--- config.mk ---
export PLATFORM = sky130hd
export DESIGN_NAME = branch_resolver
export DESIGN_NICKNAME = d
export VERILOG_FILES = /design/src/rtl/br_pkg.sv /design/src/rtl/br_cond_eval.sv /design/src/rtl/br_target.sv /design/src/rtl/branch_resolver.sv
export SDC_FILE = /design/constraint.sdc
export NUM_CORES = 1
export LEC_CHECK = 0
export BUFFER_PORTS_ARGS = -buffer_cell sky130_fd_sc_hd__buf_4
export CAP_MARGIN = 20
export CORE_MARGIN = 2
export CORE_UTILIZATION = 55
export DETAILED_ROUTE_END_ITERATION = 10
export PLACE_DENSITY = 0.82
export RECOVER_POWER = 100
export SLEW_MARGIN = 15
export SYNTH_ARGS = -nofsm -noshare
export SYNTH_HDL_FRONTEND = slang
export SYNTH_SLANG_ARGS = --single-unit
export TNS_END_PERCENT = 30
--- constraint.sdc ---
create_clock -name clk_i -period 0.9 [get_ports clk_i]
set_clock_uncertainty 0.1 [all_clocks]
set_input_delay 0.18 -clock clk_i [delete_from_list [all_inputs] [get_ports clk_i]]
set_output_delay 0.18 -clock clk_i [all_outputs]
set_load 0.03 [all_outputs]
--- src/rtl/br_pkg.sv ---
package br_pkg;
  typedef struct packed {
    logic n;
    logic z;
    logic c;
    logic v;
  } flags_t;

  typedef enum logic [3:0] {
    CC_ZS = 4'd0,  CC_ZC = 4'd1,  CC_CS = 4'd2,  CC_CC = 4'd3,
    CC_NS = 4'd4,  CC_NC = 4'd5,  CC_VS = 4'd6,  CC_VC = 4'd7,
    CC_UGT = 4'd8, CC_ULE = 4'd9, CC_SGE = 4'd10, CC_SLT = 4'd11,
    CC_SGT = 4'd12, CC_SLE = 4'd13, CC_UDF = 4'd14, CC_SWI = 4'd15
  } cond_e;

  localparam logic [3:0] COND_FMT  = 4'b1101;
  localparam logic [4:0] UNCOND_FMT = 5'b11100;
  localparam int unsigned COND_OFF_W   = 8;
  localparam int unsigned UNCOND_OFF_W = 11;
endpackage

--- src/rtl/br_cond_eval.sv ---
module br_cond_eval
  import br_pkg::*;
(
  input  cond_e  cond_i,
  input  flags_t flags_i,
  output logic   pass_o
);
  logic n_eq_v;
  assign n_eq_v = (flags_i.n == flags_i.v);

  always_comb begin
    unique case (cond_i)
      CC_ZS:  pass_o = flags_i.z;
      CC_ZC:  pass_o = !flags_i.z;
      CC_CS:  pass_o = flags_i.c;
      CC_CC:  pass_o = !flags_i.c;
      CC_NS:  pass_o = flags_i.n;
      CC_NC:  pass_o = !flags_i.n;
      CC_VS:  pass_o = flags_i.v;
      CC_VC:  pass_o = !flags_i.v;
      CC_UGT: pass_o = flags_i.c && !flags_i.z;
      CC_ULE: pass_o = !flags_i.c || flags_i.z;
      CC_SGE: pass_o = n_eq_v;
      CC_SLT: pass_o = !n_eq_v;
      CC_SGT: pass_o = !flags_i.z && n_eq_v;
      CC_SLE: pass_o = flags_i.z || !n_eq_v;
      default: pass_o = 1'b0;  // reserved codes never branch
    endcase
  end
endmodule

--- src/rtl/br_target.sv ---
module br_target #(
  parameter int unsigned ADDR_W = 32,
  parameter int unsigned OFF_W  = 8
) (
  input  logic [ADDR_W-1:0] pc_i,
  input  logic [OFF_W-1:0]  off_i,
  output logic [ADDR_W-1:0] target_o
);
  localparam int unsigned EXT_W = ADDR_W - OFF_W - 1;
  localparam logic [ADDR_W-1:0] PIPE_AHEAD = ADDR_W'(4);

  logic [ADDR_W-1:0] disp;
  assign disp = {{EXT_W{off_i[OFF_W-1]}}, off_i, 1'b0};
  assign target_o = pc_i + PIPE_AHEAD + disp;
endmodule

--- src/rtl/branch_resolver.sv ---
module branch_resolver
  import br_pkg::*;
#(
  parameter int unsigned ADDR_W = 32
) (
  input  logic              clk_i,
  input  logic              rst_ni,
  input  logic              valid_i,
  input  logic [15:0]       instr_i,
  input  logic [ADDR_W-1:0] pc_i,
  input  logic              flag_n_i,
  input  logic              flag_z_i,
  input  logic              flag_c_i,
  input  logic              flag_v_i,
  output logic              done_o,
  output logic              branch_o,
  output logic              taken_o,
  output logic              flush_o,
  output logic [ADDR_W-1:0] target_o,
  output logic              swi_o,
  output logic [7:0]        swi_imm_o,
  output logic              undef_o
);
  localparam int unsigned N_FMT = 2;

  flags_t flags;
  cond_e  cond;
  logic   pass;
  logic   is_cond_fmt, is_swi, is_udf, is_bcc, is_b, take_c, branch_c;
  logic [ADDR_W-1:0] tgt [N_FMT];
  logic [ADDR_W-1:0] tgt_c;

  assign flags = '{n: flag_n_i, z: flag_z_i, c: flag_c_i, v: flag_v_i};
  assign cond  = cond_e'(instr_i[11:8]);

  br_cond_eval u_cond (.cond_i(cond), .flags_i(flags), .pass_o(pass));

  for (genvar g = 0; g < N_FMT; g++) begin : g_tgt
    localparam int unsigned OW = (g == 0) ? COND_OFF_W : UNCOND_OFF_W;
    br_target #(.ADDR_W(ADDR_W), .OFF_W(OW)) u_tgt (
      .pc_i(pc_i), .off_i(instr_i[OW-1:0]), .target_o(tgt[g]));
  end

  assign is_cond_fmt = valid_i && (instr_i[15:12] == COND_FMT);
  assign is_swi   = is_cond_fmt && (cond == CC_SWI);
  assign is_udf   = is_cond_fmt && (cond == CC_UDF);
  assign is_bcc   = is_cond_fmt && !is_swi && !is_udf;
  assign is_b     = valid_i && (instr_i[15:11] == UNCOND_FMT);
  assign branch_c = is_bcc || is_b;
  assign take_c   = is_b || (is_bcc && pass);
  assign tgt_c    = is_b ? tgt[1] : tgt[0];

  always_ff @(posedge clk_i or negedge rst_ni) begin
    if (!rst_ni) begin
      done_o    <= 1'b0;
      branch_o  <= 1'b0;
      taken_o   <= 1'b0;
      flush_o   <= 1'b0;
      target_o  <= '0;
      swi_o     <= 1'b0;
      swi_imm_o <= '0;
      undef_o   <= 1'b0;
    end else begin
      done_o    <= valid_i;
      branch_o  <= branch_c;
      taken_o   <= take_c;
      flush_o   <= take_c;
      target_o  <= take_c ? tgt_c : '0;
      swi_o     <= is_swi;
      swi_imm_o <= is_swi ? instr_i[7:0] : '0;
      undef_o   <= is_udf;
    end
  end

  assert_taken_is_branch_R1: assert property (@(posedge clk_i) disable iff (!rst_ni)
    taken_o |-> branch_o);
  assert_swi_exclusive_R7: assert property (@(posedge clk_i) disable iff (!rst_ni)
    swi_o |-> !branch_o && !taken_o && !flush_o && !undef_o);
  assert_udf_exclusive_R8: assert property (@(posedge clk_i) disable iff (!rst_ni)
    undef_o |-> !branch_o && !taken_o && !flush_o && swi_imm_o == 8'd0);
  assert_flush_tracks_taken_R10: assert property (@(posedge clk_i) disable iff (!rst_ni)
    flush_o == taken_o);
  assert_idle_quiet_R11: assert property (@(posedge clk_i) disable iff (!rst_ni)
    !done_o |-> !(branch_o || swi_o || undef_o || flush_o));
  assert_target_parity_R5: assert property (@(posedge clk_i) disable iff (!rst_ni)
    taken_o |-> target_o[0] == $past(pc_i[0]));
endmodule

==> impl_results.md, run 1 <==
- Status: did not finish
- Stage reached: clock tree synthesis (4_1_cts)
- Error: [ERROR DPL-0038] Utilization greater than 100%, impossible to legalize
- Ys async rst share: 100%
- Yosys top cell by area: dfrtp_1
- Num CTS Buffers: 5
- Cell variety after synth: 86
- Warnings from Yosys: 0
- Area share of fa/ha/maj cells after synthesis: 10.0%
- XOR/XNOR share of the synthesized area: 10.9%
- Most common cell in the synthesized netlist: dfrtp_1
- CTS Buffer Depth: 2
- GPL Wtd Cong: ~0.96
- CTS Hold Bufs: 2
- Top_reg_cell synth: dfrtp_1
- Die width: 91.3 um
- Synth top area share: a little over a quarter
- FF+latch count, synth: between 40 and 50
- Top cells by area, synth: dfrtp_1 27%, ha_1 9.5%, xnor2_1 6.5%, nor2_1 3.8%, a21o_1 3.2%
- Post-synth EDFFs: 0
- Largest family of logic cells by synthesized area: simple AND/OR/NAND/NOR gates
- Initial Util: 57.2%
- Worst slack, placed: -2.68 ns
- Post-Syn Nets: around 550
- Sink Count: 45
- Root Driver: clkbuf_8
- Avg Synthesized Cell Area: 9.13 um^2
- Post-CTS Resized: between 200 and 250
- Simple-Gate Fraction of Synth Area: 26.4%
- Synthesized area: 4190 um^2
- H-tree depth: 2
- Die height: 91.3 um
- Compound-cell area share of the yosys netlist: 19.8%
- Sequential fraction of the synthesis area: 26.9%
- # port buffers: 100
- # rows: 31
- Most frequent cells after synthesis: 45 x dfrtp_1, 43 x nor2_1, 32 x ha_1
- Mux share of post-synthesis cell area: 1.52%
- Gate Count Post-Synth: between 400 and 500
- # Post-CTS Setup Buffers: 32
- # IOs: 101
- Placed Cells: ~800
- Dpl hpwl: about 11000 um
stage by stage:
step           util, %  hold WS (ns)  cell area, um^2  setup TNS, ns
2_1_floorplan        -        -0.216             4260         -59.43
3_3_place_gp      84.7       -0.0566             6210         -69.90
3_5_place_dp      84.7       -0.0496             6210         -73.30
cells by family after synthesis:
group	count (synthesis)
simple gates	185
compound gates	109
xor+xnor	49
flops	45
buf+inv	33
fa+ha+maj	33
mux	5
==> inputs of run 2 (changes only) <==
--- a/config.mk
+++ b/config.mk
@@ -8,9 +8,9 @@
 export BUFFER_PORTS_ARGS = -buffer_cell sky130_fd_sc_hd__buf_4
 export CAP_MARGIN = 20
 export CORE_MARGIN = 2
-export CORE_UTILIZATION = 55
+export CORE_UTILIZATION = 40
 export DETAILED_ROUTE_END_ITERATION = 10
-export PLACE_DENSITY = 0.82
+export PLACE_DENSITY_LB_ADDON = 0.15
 export RECOVER_POWER = 100
 export SLEW_MARGIN = 15
 export SYNTH_ARGS = -nofsm -noshare
==> impl_results.md, run 2 <==
- Post-Syn Nets: 547 (unchanged)
- Peak fanout along the critical path: 4
- Placed Cells: 844 (+5.4%)
- Setup TNS: -63.84 ns
- Num CTS Buffers: 5 (unchanged)
- Placed instance area: 6310 um^2 (+1.7%)
- Hold WS: 0.00542 ns
- Die area: 11300 um^2
- Routed length per instance: 16.3 um
- Layout cell share with drive strength beyond 1: 62.4%
- DRC: 0
- Commonest non-fill, non-tap cells in the layout: 199 x buf_4, 90 x buf_6, 45 x dfrtp_1
- Buf/Inv on CP: 3
- Dpl hpwl: 10100 um (-6.3%)
- Failing checks: setup timing
- Worst Hold Path Cells: 2
- VDD IR max: 562 uV
- Worst slack, placed: -2.64 ns (+0.0437 ns)
- Non-Filler Instances: about 890
- CP peak stage delay: 0.39 ns
- GPL Wtd Cong: 0.866 (-9.4%)
- Vias: 4647
- Final Instance Area: 7970 um^2
- Die height: 106 um (+17%)
- Max reg flops: 32
- Largest net degree at the start of global routing: 27
- Largest family of logic cells by synthesized area: simple AND/OR/NAND/NOR gates
- CTS Buffer Depth: 2 (unchanged)
- Initial Util: 41.0% (-16 points)
- Critical Path AT: about 3.2 ns
- Area grow syn2layout: 90.0%
- Core outline area: 10200 um^2
- # IOs: 101 (unchanged)
- Commonest non-fill, non-tap cell in the layout: buf_4
- CP Class: in -> reg
- CTS tree: done
- DR pass1 iterations: 5
- Sink Count: 45 (unchanged)
- RSZ-0062 raised after global routing: yes
- FF+latch count, synth: 45 (unchanged)
- Most frequent cells after synthesis: 45 x dfrtp_1, 43 x nor2_1, 32 x ha_1
- Hold EP: target_o[0]$_DFF_PN0_
- Slew Viols, Final: 0
- Compound-cell area share of the yosys netlist: 19.8% (unchanged)
- Top Family by Delay on Critical Path: compound AO/OA/AOI/OAI gates
- Detailed Route WL: 14600 um
- Critical Path Start Type: input port
- Minimum clock period: 3.14 ns
- Worst min path class: in -> reg
- Slew margin rel.: 66.0%
- Worst-margin pin slew: 0.507 ns
- Critical Path Sink Type: register
- DR vias/cell: 5.20
- Fin. Hold Viols: 0
- Top flop regs: target_o (32), swi_imm_o (8)
- Hold Path Origin: pc_i[0]
- Setup WS post-layout: -2.24 ns
- Synthesized area: 4190 um^2 (unchanged)
- Global-route usage over all layers: 23.0%
- PD cells: 925 nW/um^2
- Tcrit/Tclk final: 349%
- Simple-Gate Fraction of Synth Area: 26.4% (unchanged)
- Sequential fraction of the synthesis area: 26.9% (unchanged)
- Cell variety after synth: 86 (unchanged)
- Yosys top cell by area: dfrtp_1
- Biggest register: target_o
- H-tree depth: 2 (unchanged)
- Status: finished, violations left
- First-pass GRT wire length: 21300 um
- F_max: about 0.32 GHz
- # Max-Cap Violations: 0
- Initial antenna violation count: 0
- Setup violators final: 88
- Most common cell in the synthesized netlist: dfrtp_1
- Synth top area share: 26.9% (unchanged)
- Ys async rst share: 100% (unchanged)
- Post-route ant nets: 0
- # port buffers: 100 (unchanged)
- Avg Synthesized Cell Area: 9.13 um^2 (unchanged)
- Diode count: 0
- Pleak: about 3.7 nW
- Grt total ovfl: 0
- Crit-path cells: buf_8 > buf_8 > nand3_4 > nor2_4 > xor2_2 > ha_1 > a2111oi_4 > a211oi_4 > buf_4 > nor2_4 > a211oi_2 > o211ai_2 > a31oi_4 > nor4_4 > nor2_2 > a31oi_1 > mux2_1
- Vias in the first global route: 4526
- Critical-path top delay cell: a2111oi_4
- Die width: 106 um (+17%)
- Gate Count Post-Synth: 459 (unchanged)
- Root Driver: clkbuf_8
- Mux share of post-synthesis cell area: 1.52% (unchanged)
- DR iter-0 viols: 242
- XOR/XNOR share of the synthesized area: 10.9% (unchanged)
- Filler instances: 618
- Area share of fa/ha/maj cells after synthesis: 10.0% (unchanged)
- Critical Path RT: 0.98 ns
- Warnings from Yosys: 0 (unchanged)
- CTS clk-pin slew, worst paths: 0.07 ns
- Post-synth EDFFs: 0 (unchanged)
- Top_reg_cell synth: dfrtp_1
- # rows: 37 (+19%)
- Top cells by area, synth: dfrtp_1 27%, ha_1 9.5%, xnor2_1 6.5%, nor2_1 3.8%, a21o_1 3.2%
- Layout net count: 845
run 2: cell counts after synthesis:
No cell type changed its count.
run 2: worst max-delay path by stage:
stage | start | endpoint | slack, ns | depth (start not counted)
global route | pc_i[2] | target_o[23]$_DFF_PN0_ | -2.38 | 17
CTS | pc_i[3] | target_o[31]$_DFF_PN0_ | -2.18 | 17
finish | pc_i[2] | target_o[23]$_DFF_PN0_ | -2.24 | 17
global placement | pc_i[2] | target_o[31]$_DFF_PN0_ | -2.57 | 17
floorplan | valid_i | target_o[31]$_DFF_PN0_ | -2.65 | 17
detailed placement | pc_i[2] | target_o[30]$_DFF_PN0_ | -2.64 | 17
run 2: repair_timing:
| item | in CTS | in global routing |
|---|---|---|
| buffers inserted | 24 | 27 |
| hold buffers | 2 | 0 |
| setup endpoints to repair | 89 | 88 |
| pin swaps | 79 | 83 |
| hold endpoints to repair | 46 | 0 |
| cloned | 1 | 0 |
| resized for setup | 177 | 89 |
run 2: logic make-up (layout without fill, tap and decap cells):
group	count (synthesis)	count (layout)
buffers and inverters	33	331
adder cells (fa/ha/maj)	33	33
multiplexers	5	5
AO/OA/AOI/OAI	109	109
AND/OR/NAND/NOR	185	185
flip-flops	45	45
XOR/XNOR	49	49
run 2: per-stage QoR:
step                      power [mW]  util [%]
after floorplan                 3.54         -
after detailed placement        4.85      61.7
after CTS                       6.83      72.1
after global placement          4.80      61.7
final                           7.37      77.9
after global routing            7.68      77.9
run 2: power breakdown:
| group | switching (mW) | leakage (nW) | total, mW | internal (mW) |
|---|---|---|---|---|
| Sequential | 0.0148 | 0.624 | 2.06 | 2.05 |
| Clock | 0.678 | 0.0540 | 1.48 | 0.807 |
| Combinational | 1.80 | 3.06 | 3.82 | 2.02 |
run 2: final cells by class:
class | count | area, um^2 | area share [%]
repair buffers | 305 | 2720 | 34.1
clock buffers | 5 | 68.8 | 0.864
clock inverters | 2 | 35.0 | 0.440
multi-input cells | 381 | 3770 | 47.3
flip-flops and latches | 45 | 1130 | 14.1
well taps | 136 | 170 | 2.14
inverters | 19 | 77.6 | 0.974
run 2: routing by layer:
layer  global-route usage (%)  part of all wire [%]  vias to the layer above
li1                         -                     -                     2253
met1                     32.7                    44                     2221
met2                     38.3                    49                      145
met3                     1.59                   4.2                       28
met4                     4.98                   2.4                        0
met5                        0                     0                        -
Power figures use the tool's default switching activity.
==> inputs of run 3 (changes only) <==
--- a/config.mk
+++ b/config.mk
@@ -7,11 +7,12 @@
 export LEC_CHECK = 0
 export BUFFER_PORTS_ARGS = -buffer_cell sky130_fd_sc_hd__buf_4
 export CAP_MARGIN = 20
-export CORE_MARGIN = 2
+export CORE_MARGIN = 8
 export CORE_UTILIZATION = 40
 export DETAILED_ROUTE_END_ITERATION = 10
 export PLACE_DENSITY_LB_ADDON = 0.15
 export RECOVER_POWER = 100
+export SKIP_LAST_GASP = 1
 export SLEW_MARGIN = 15
 export SYNTH_ARGS = -nofsm -noshare
 export SYNTH_HDL_FRONTEND = slang
==> impl_results.md, run 3 (synthesized netlist as in run 2, its figures left out) <==
- Initial antenna violation count: 0 (unchanged)
- Sequential share of power: 27.4% (-0.6 points)
- DRC: 0 (unchanged)
- Area grow syn2layout: 89.5%
- Dpl hpwl: 10500 um (+4.0%)
- DR iter-0 viols: 287 (+19%)
- Routed length per instance: 17.2 um (+5.1%)
- Setup WS post-layout: -2.18 ns (+0.0610 ns)
- Die area: 14000 um^2 (+24%)
- Filler instances: 653 (+5.7%)
- # Max-Cap Violations: 0 (unchanged)
- Top flop regs: target_o (32), swi_imm_o (8)
- Grt total ovfl: 0 (unchanged)
- Non-Filler Instances: 905 (+1.3%)
- CP Class: in -> reg
- Critical Path RT: 0.99 ns (about the same)
- Root Driver: clkbuf_8
- Worst min path class: in -> reg
- Setup violators final: 89 (+1.1%)
- Max reg flops: 32 (unchanged)
- Fin. Hold Viols: 0 (unchanged)
- Failing checks: setup timing
- Peak fanout along the critical path: 6 (+2)
- PD cells: 947 nW/um^2 (+2.3%)
- Diode count: 0 (unchanged)
- Vias: 4681 (+0.73%)
- Critical Path Sink Type: register
- Detailed Route WL: 15500 um (+6.6%)
- Die width: 118 um (+11%)
- Commonest non-fill, non-tap cells in the layout: 256 x buf_4, 45 x dfrtp_1, 45 x buf_6
- Util after Layout: 77.7% (-0.20 points)
- Switch Pwr: 2.50 mW (+0.22%)
- Hold Path Origin: instr_i[6]
- CTS Buffer Depth: 2 (unchanged)
- Net Sw Frac: 33.2% (-0.62 points)
- Clk pwr share: 20.9% (+0.8 points)
- Pleak: 3.76 nW (+0.64%)
- Layout net count: 856 (+1.3%)
- Final Instance Area: 7950 um^2 (-0.25%)
- Placed Cells: 844 (unchanged)
- Slew Viols, Final: 0 (unchanged)
- Core outline area: 10200 um^2 (unchanged)
- Worst-margin pin slew: 0.415 ns (-0.0914 ns)
- Largest net degree at the start of global routing: 46 (+70%)
- Status: finished, violations left
- DR vias/cell: 5.17 (-0.60%)
- Combined area of the multi-input logic cells: 3800 um^2 (+0.93%)
- Internal power: 5.02 mW (+3.0%)
- Initial Util: 41.0% (unchanged)
- Placed instance area: 6310 um^2 (unchanged)
- Num CTS Buffers: 5 (unchanged)
- Die height: 118 um (+11%)
- F_max: 0.324 GHz (+2.0%)
- Hold WS: 0.0152 ns (+0.00975 ns)
- Critical Path AT: 3.17 ns (-0.05 ns)
- # IOs: 101 (unchanged)
- First-pass GRT wire length: 22900 um (+7.3%)
- Critical Path Start Type: input port
- Vias in the first global route: 4735 (+4.6%)
- CTS clk-pin slew, worst paths: 0.08 ns (about the same)
- Sink Count: 45 (unchanged)
- VDD IR max: 926 uV (+65%)
- Hold EP: swi_imm_o[6]$_DFF_PN0_
- H-tree depth: 2 (unchanged)
- Register Area: 1130 um^2 (unchanged)
- # port buffers: 100 (unchanged)
- Gate power share: 51.8% (about the same)
- Slew margin rel.: 72.2% (+6.2 points)
- Minimum clock period: 3.08 ns (-0.0610 ns)
- Global-route usage over all layers: 19.3% (-3.7 points)
- Post-route ant nets: 0 (unchanged)
- Tcrit/Tclk final: 342% (-6.8 points)
- GPL Wtd Cong: 0.854 (-1.5%)
- DR pass1 iterations: 4 (-1)
- Layout cell share with drive strength beyond 1: 61.5% (-0.84 points)
- CTS tree: done
- # rows: 37 (unchanged)
- Worst Hold Path Cells: 2 (unchanged)
- Biggest register: target_o
- Commonest non-fill, non-tap cell in the layout: buf_4
- RSZ-0062 raised after global routing: yes
-- run 3: changes by cell type in the layout (fill, tap and decap cells not counted), moves of 4 or more --
cell	before	now
nand2_2	5	1
ha_1	18	12
ha_4	13	18
buf_6	90	45
buf_4	199	256
buf_8	9	5
-- run 3: stage by stage --
| stage | TNS (ns) | total power, mW | setup WS (ns) |
|---|---|---|---|
| after global routing | -70.08 | 7.89 | -2.30 |
| after detailed placement | -72.51 | 4.86 | -2.70 |
| final | -65.55 | 7.52 | -2.18 |
| after global placement | -71.12 | 4.81 | -2.63 |
| after CTS | -63.23 | 6.92 | -2.19 |
| after floorplan | -59.43 | 3.54 | -2.65 |
-- run 3: metal layers --
layer / vias up / share of wire (%) / GRT usage (%) / wire [um]
met1: 2247 / 45 / 26.6 / 7010
met5: - / 0 / 0 / 0
met4: 0 / 1.4 / 5.22 / 215
li1: 2283 / - / - / -
met2: 137 / 50 / 30.7 / 7700
met3: 14 / 3.9 / 2.90 / 614
-- run 3: worst max-delay path, cell delays in order --
cell and delay (ns):
buf_6 0.09, nor3b_4 0.15, buf_4 0.13, and3_4 0.18, nor2_4 0.15, clkinvlp_4 0.20
ha_4 0.29, a21o_1 0.15, a21o_1 0.15, a21o_1 0.16, a21o_1 0.15, a221o_1 0.33
a221o_1 0.32, a21o_1 0.16, a21o_1 0.16, o21ai_1 0.13, o31ai_1 0.09
-- run 3: layout make-up --
cell class / instances / area share [%]
repair buffers: 316 / 33.3
multi-input cells: 381 / 47.9
well taps: 136 / 2.14
clock inverters: 1 / 0.378
inverters: 19 / 1.04
flip-flops and latches: 45 / 14.2
clock buffers: 7 / 1.09
-- run 3: timing repair --
action / CTS / global route
endpoints found under the hold margin: 49 / 0
endpoints found under the setup margin: 89 / 89
gates cloned: 0 / 1
pin swaps: 62 / 77
hold buffers: 5 / 0
setup buffers: 27 / 31
gates resized for setup: 101 / 106
-- run 3: power groups by stage --
| stage | clock network (mW) | registers [mW] | logic (mW) |
|---|---|---|---|
| final | 1.57 | 2.06 | 3.90 |
| after global routing | 1.68 | 2.06 | 4.15 |
| after CTS | 1.60 | 2.06 | 3.26 |
| after detailed placement | 0 | 2.10 | 2.76 |
| after global placement | 0 | 2.10 | 2.71 |
| after floorplan | 0 | 2.16 | 1.38 |
-- run 3: worst max-delay path by stage --
stage | from | cells past startpoint | slack (ns) | endpoint
final | instr_i[13] | 17 | -2.18 | target_o[31]$_DFF_PN0_
after global placement | pc_i[2] | 16 | -2.63 | target_o[30]$_DFF_PN0_
after floorplan | valid_i | 17 | -2.65 | target_o[31]$_DFF_PN0_
after global routing | instr_i[13] | 17 | -2.30 | target_o[31]$_DFF_PN0_
after CTS | pc_i[2] | 17 | -2.19 | target_o[31]$_DFF_PN0_
after detailed placement | pc_i[2] | 16 | -2.70 | target_o[30]$_DFF_PN0_
==> inputs of run 4 (changes only) <==
==> constraint.sdc (replaced) <==
create_clock -name clk_i -period 2.7 [get_ports clk_i]
set_clock_uncertainty 0.1 [all_clocks]
set_input_delay 0.54 -clock clk_i [delete_from_list [all_inputs] [get_ports clk_i]]
set_output_delay 0.54 -clock clk_i [all_outputs]
set_load 0.03 [all_outputs]
==> impl_results.md, run 4 (synthesized netlist as in run 2, its figures left out) <==
- GPL Wtd Cong: 0.869 (+1.8%)
- CTS tree: done
- Final Instance Area: 6710 um^2 (-16%)
- Non-Filler Instances: 860 (-5.0%)
- Top Family by Delay on Critical Path: compound AO/OA/AOI/OAI gates
- Critical Path Start Type: input port
- DRC: 0 (unchanged)
- Crit-path cells: buf_6 > nor3b_4 > a21boi_2 > nor2_4 > clkinvlp_4 > ha_2 > a21o_1 > a21o_1 > a21o_1 > a21o_1 > a221o_1 > a221o_1 > a21o_1 > a21o_1 > o21ai_1 > o31ai_2
- Die width: 118 um (unchanged)
- GR Layer Usage met3: 2.81% (-0.095 points)
- Met2 Track Usage GR: 28.3% (-2.4 points)
- Layout cell share with drive strength beyond 1: 46.7% (-15 points)
- Worst min path class: in -> reg
- Peak fanout along the critical path: 6 (unchanged)
- CTS Buffer Depth: 2 (unchanged)
- Tcrit/Tclk final: 126%
- CTS Hold Bufs: 0 (-5)
- Num CTS Buffers: 5 (unchanged)
- PD cells: 313 nW/um^2 (-67%)
- Biggest register: target_o
- Diode count: 0 (unchanged)
- Max reg flops: 32 (unchanged)
- Gate power share: 48.6% (-3.2 points)
- Critical Path RT: 2.78 ns (+1.79 ns)
- Total power: 2.10 mW (-72%)
- Buf/Inv on CP: 2 (-1)
- Sink Count: 45 (unchanged)
- First-pass GRT wire length: 21000 um (-8.0%)
- RSZ-0062 raised after global routing: yes
- Largest net degree at the start of global routing: 46 (unchanged)
- # rows: 37 (unchanged)
- Vias: 4328 (-7.5%)
- Vias in the first global route: 4493 (-5.1%)
- DR iter-0 viols: 220 (-23%)
- Slew margin rel.: 29.8% (-42 points)
- Failing checks: setup timing
- M1 GR Usage: 24.1% (-2.5 points)
- # IOs: 101 (unchanged)
- Initial Util: 41.0% (unchanged)
- Critical Path Sink Type: register
- Post-route ant nets: 0 (unchanged)
- DR vias/cell: 5.03 (-2.7%)
- Area grow syn2layout: 60.1%
- Slew Viols, Final: 0 (unchanged)
- CP Class: in -> reg
- Critical-path top delay cell: a221o_1
- Setup violators final: 19 (-79%)
- CTS clk-pin slew, worst paths: 0.08 ns (about the same)
- Util after Layout: 65.6% (-12 points)
- Minimum clock period: 3.41 ns
- Die height: 118 um (unchanged)
- Status: finished, violations left
- Global-route usage over all layers: 17.6% (-1.6 points)
- Worst-margin pin slew: 1.05 ns (+0.638 ns)
- GRT busiest layer: met2
- Commonest non-fill, non-tap cells in the layout: 206 x buf_4, 48 x clkbuf_1, 45 x dfrtp_1
- F_max: 0.293 GHz
- Die area: 14000 um^2 (unchanged)
- Filler instances: 851 (+30%)
- Grt total ovfl: 0 (unchanged)
- Root Driver: clkbuf_8
- Worst slack, placed: -1.25 ns (+1.45 ns)
- Placed Cells: 841 (-0.36%)
- Hold WS: 0.278 ns (+0.263 ns)
- Most used cell, CP: a21o_1
- Detailed Route WL: 12700 um (-19%)
- Dpl hpwl: 10500 um (+0.39%)
- # port buffers: 100 (unchanged)
- Clk pwr share: 18.8% (-2.1 points)
- Commonest non-fill, non-tap cell in the layout: buf_4
- Routed length per instance: 14.7 um (-14%)
- Layout net count: 811 (-5.3%)
- Placed instance area: 6290 um^2 (-0.36%)
- Net Sw Frac: 33.5% (+0.28 points)
- Setup TNS: -9.63 ns (+55.92 ns)
- Fin. Hold Viols: 0 (unchanged)
- Switch Pwr: 0.703 mW (-72%)
- Setup WS post-layout: -0.710 ns (+1.47 ns)
- Top flop regs: target_o (32), swi_imm_o (8)
- Core outline area: 10200 um^2 (unchanged)
- H-tree depth: 2 (unchanged)
- Internal power: 1.40 mW (-72%)
- Pleak: 3.14 nW (-16%)
- Initial antenna violation count: 0 (unchanged)
- DR pass1 iterations: 4 (unchanged)
- CP peak stage delay: 0.33 ns (about the same)
- VDD IR max: 227 uV (-75%)
- Critical Path AT: 3.48 ns (+0.31 ns)
- # Max-Cap Violations: 0 (unchanged)
- Sequential share of power: 32.7% (+5.3 points)
run 4: cell types whose count changed in the layout (fill, tap and decap cells not counted), moves of 4 or more:
cell / previous run / this run
ha_4: 18 / 9
ha_1: 12 / 21
xnor2_1: 18 / 26
clkbuf_1: 1 / 48
and2_1: 12 / 7
xnor2_2: 10 / 5
buf_4: 256 / 206
buf_6: 45 / 9
a21oi_2: 7 / 1
dlygate4sd3_1: 5 / 0
and2_0: 0 / 5
nor3_1: 6 / 10
nand2_4: 5 / 0
a21oi_1: 6 / 12
run 4: routing by layer:
metal / wire length (um) / share of wire, %
met5: 0 / 0
met2: 5680 / 45
met4: 124 / 0.98
met1: 6240 / 49
met3: 614 / 4.9
run 4: path summary, 6_finish.rpt:
path	depth (start not counted)	slack, ns	end	from
max	16	-0.71	target_o[31]$_DFF_PN0_	instr_i[12]
min	1	0.28	done_o$_DFF_PN0_	valid_i
max in group asynchronous	1	1.53	target_o[30]$_DFF_PN0_	rst_ni
min in group asynchronous	1	0.32	branch_o$_DFF_PN0_	rst_ni
run 4: area by class of cell:
type,instances,area [um^2],share of cell area [%]
Timing Repair Buffer,271,1930,28.7
Sequential cell,45,1130,16.8
Clock buffer,6,72.6,1.08
Multi-Input combinational cell,381,3330,49.6
Inverter,19,75.1,1.12
Clock inverter,2,10.0,0.149
Tap cell,136,170,2.53
run 4: power by group through the flow:
stage | Clock (mW) | Sequential (mW) | Combinational, mW
after floorplan | 0 | 0.720 | 0.460
after global placement | 0 | 0.699 | 0.906
after detailed placement | 0 | 0.699 | 0.922
after CTS | 0.407 | 0.686 | 0.974
after global routing | 0.434 | 0.687 | 1.11
final | 0.394 | 0.686 | 1.02
run 4: timing repair:
action	4_1_cts	5_1_grt
buffers inserted	6	5
endpoints found under the setup margin	20	22
pin swaps	17	14
gates resized for setup	42	41
cloned	0	0
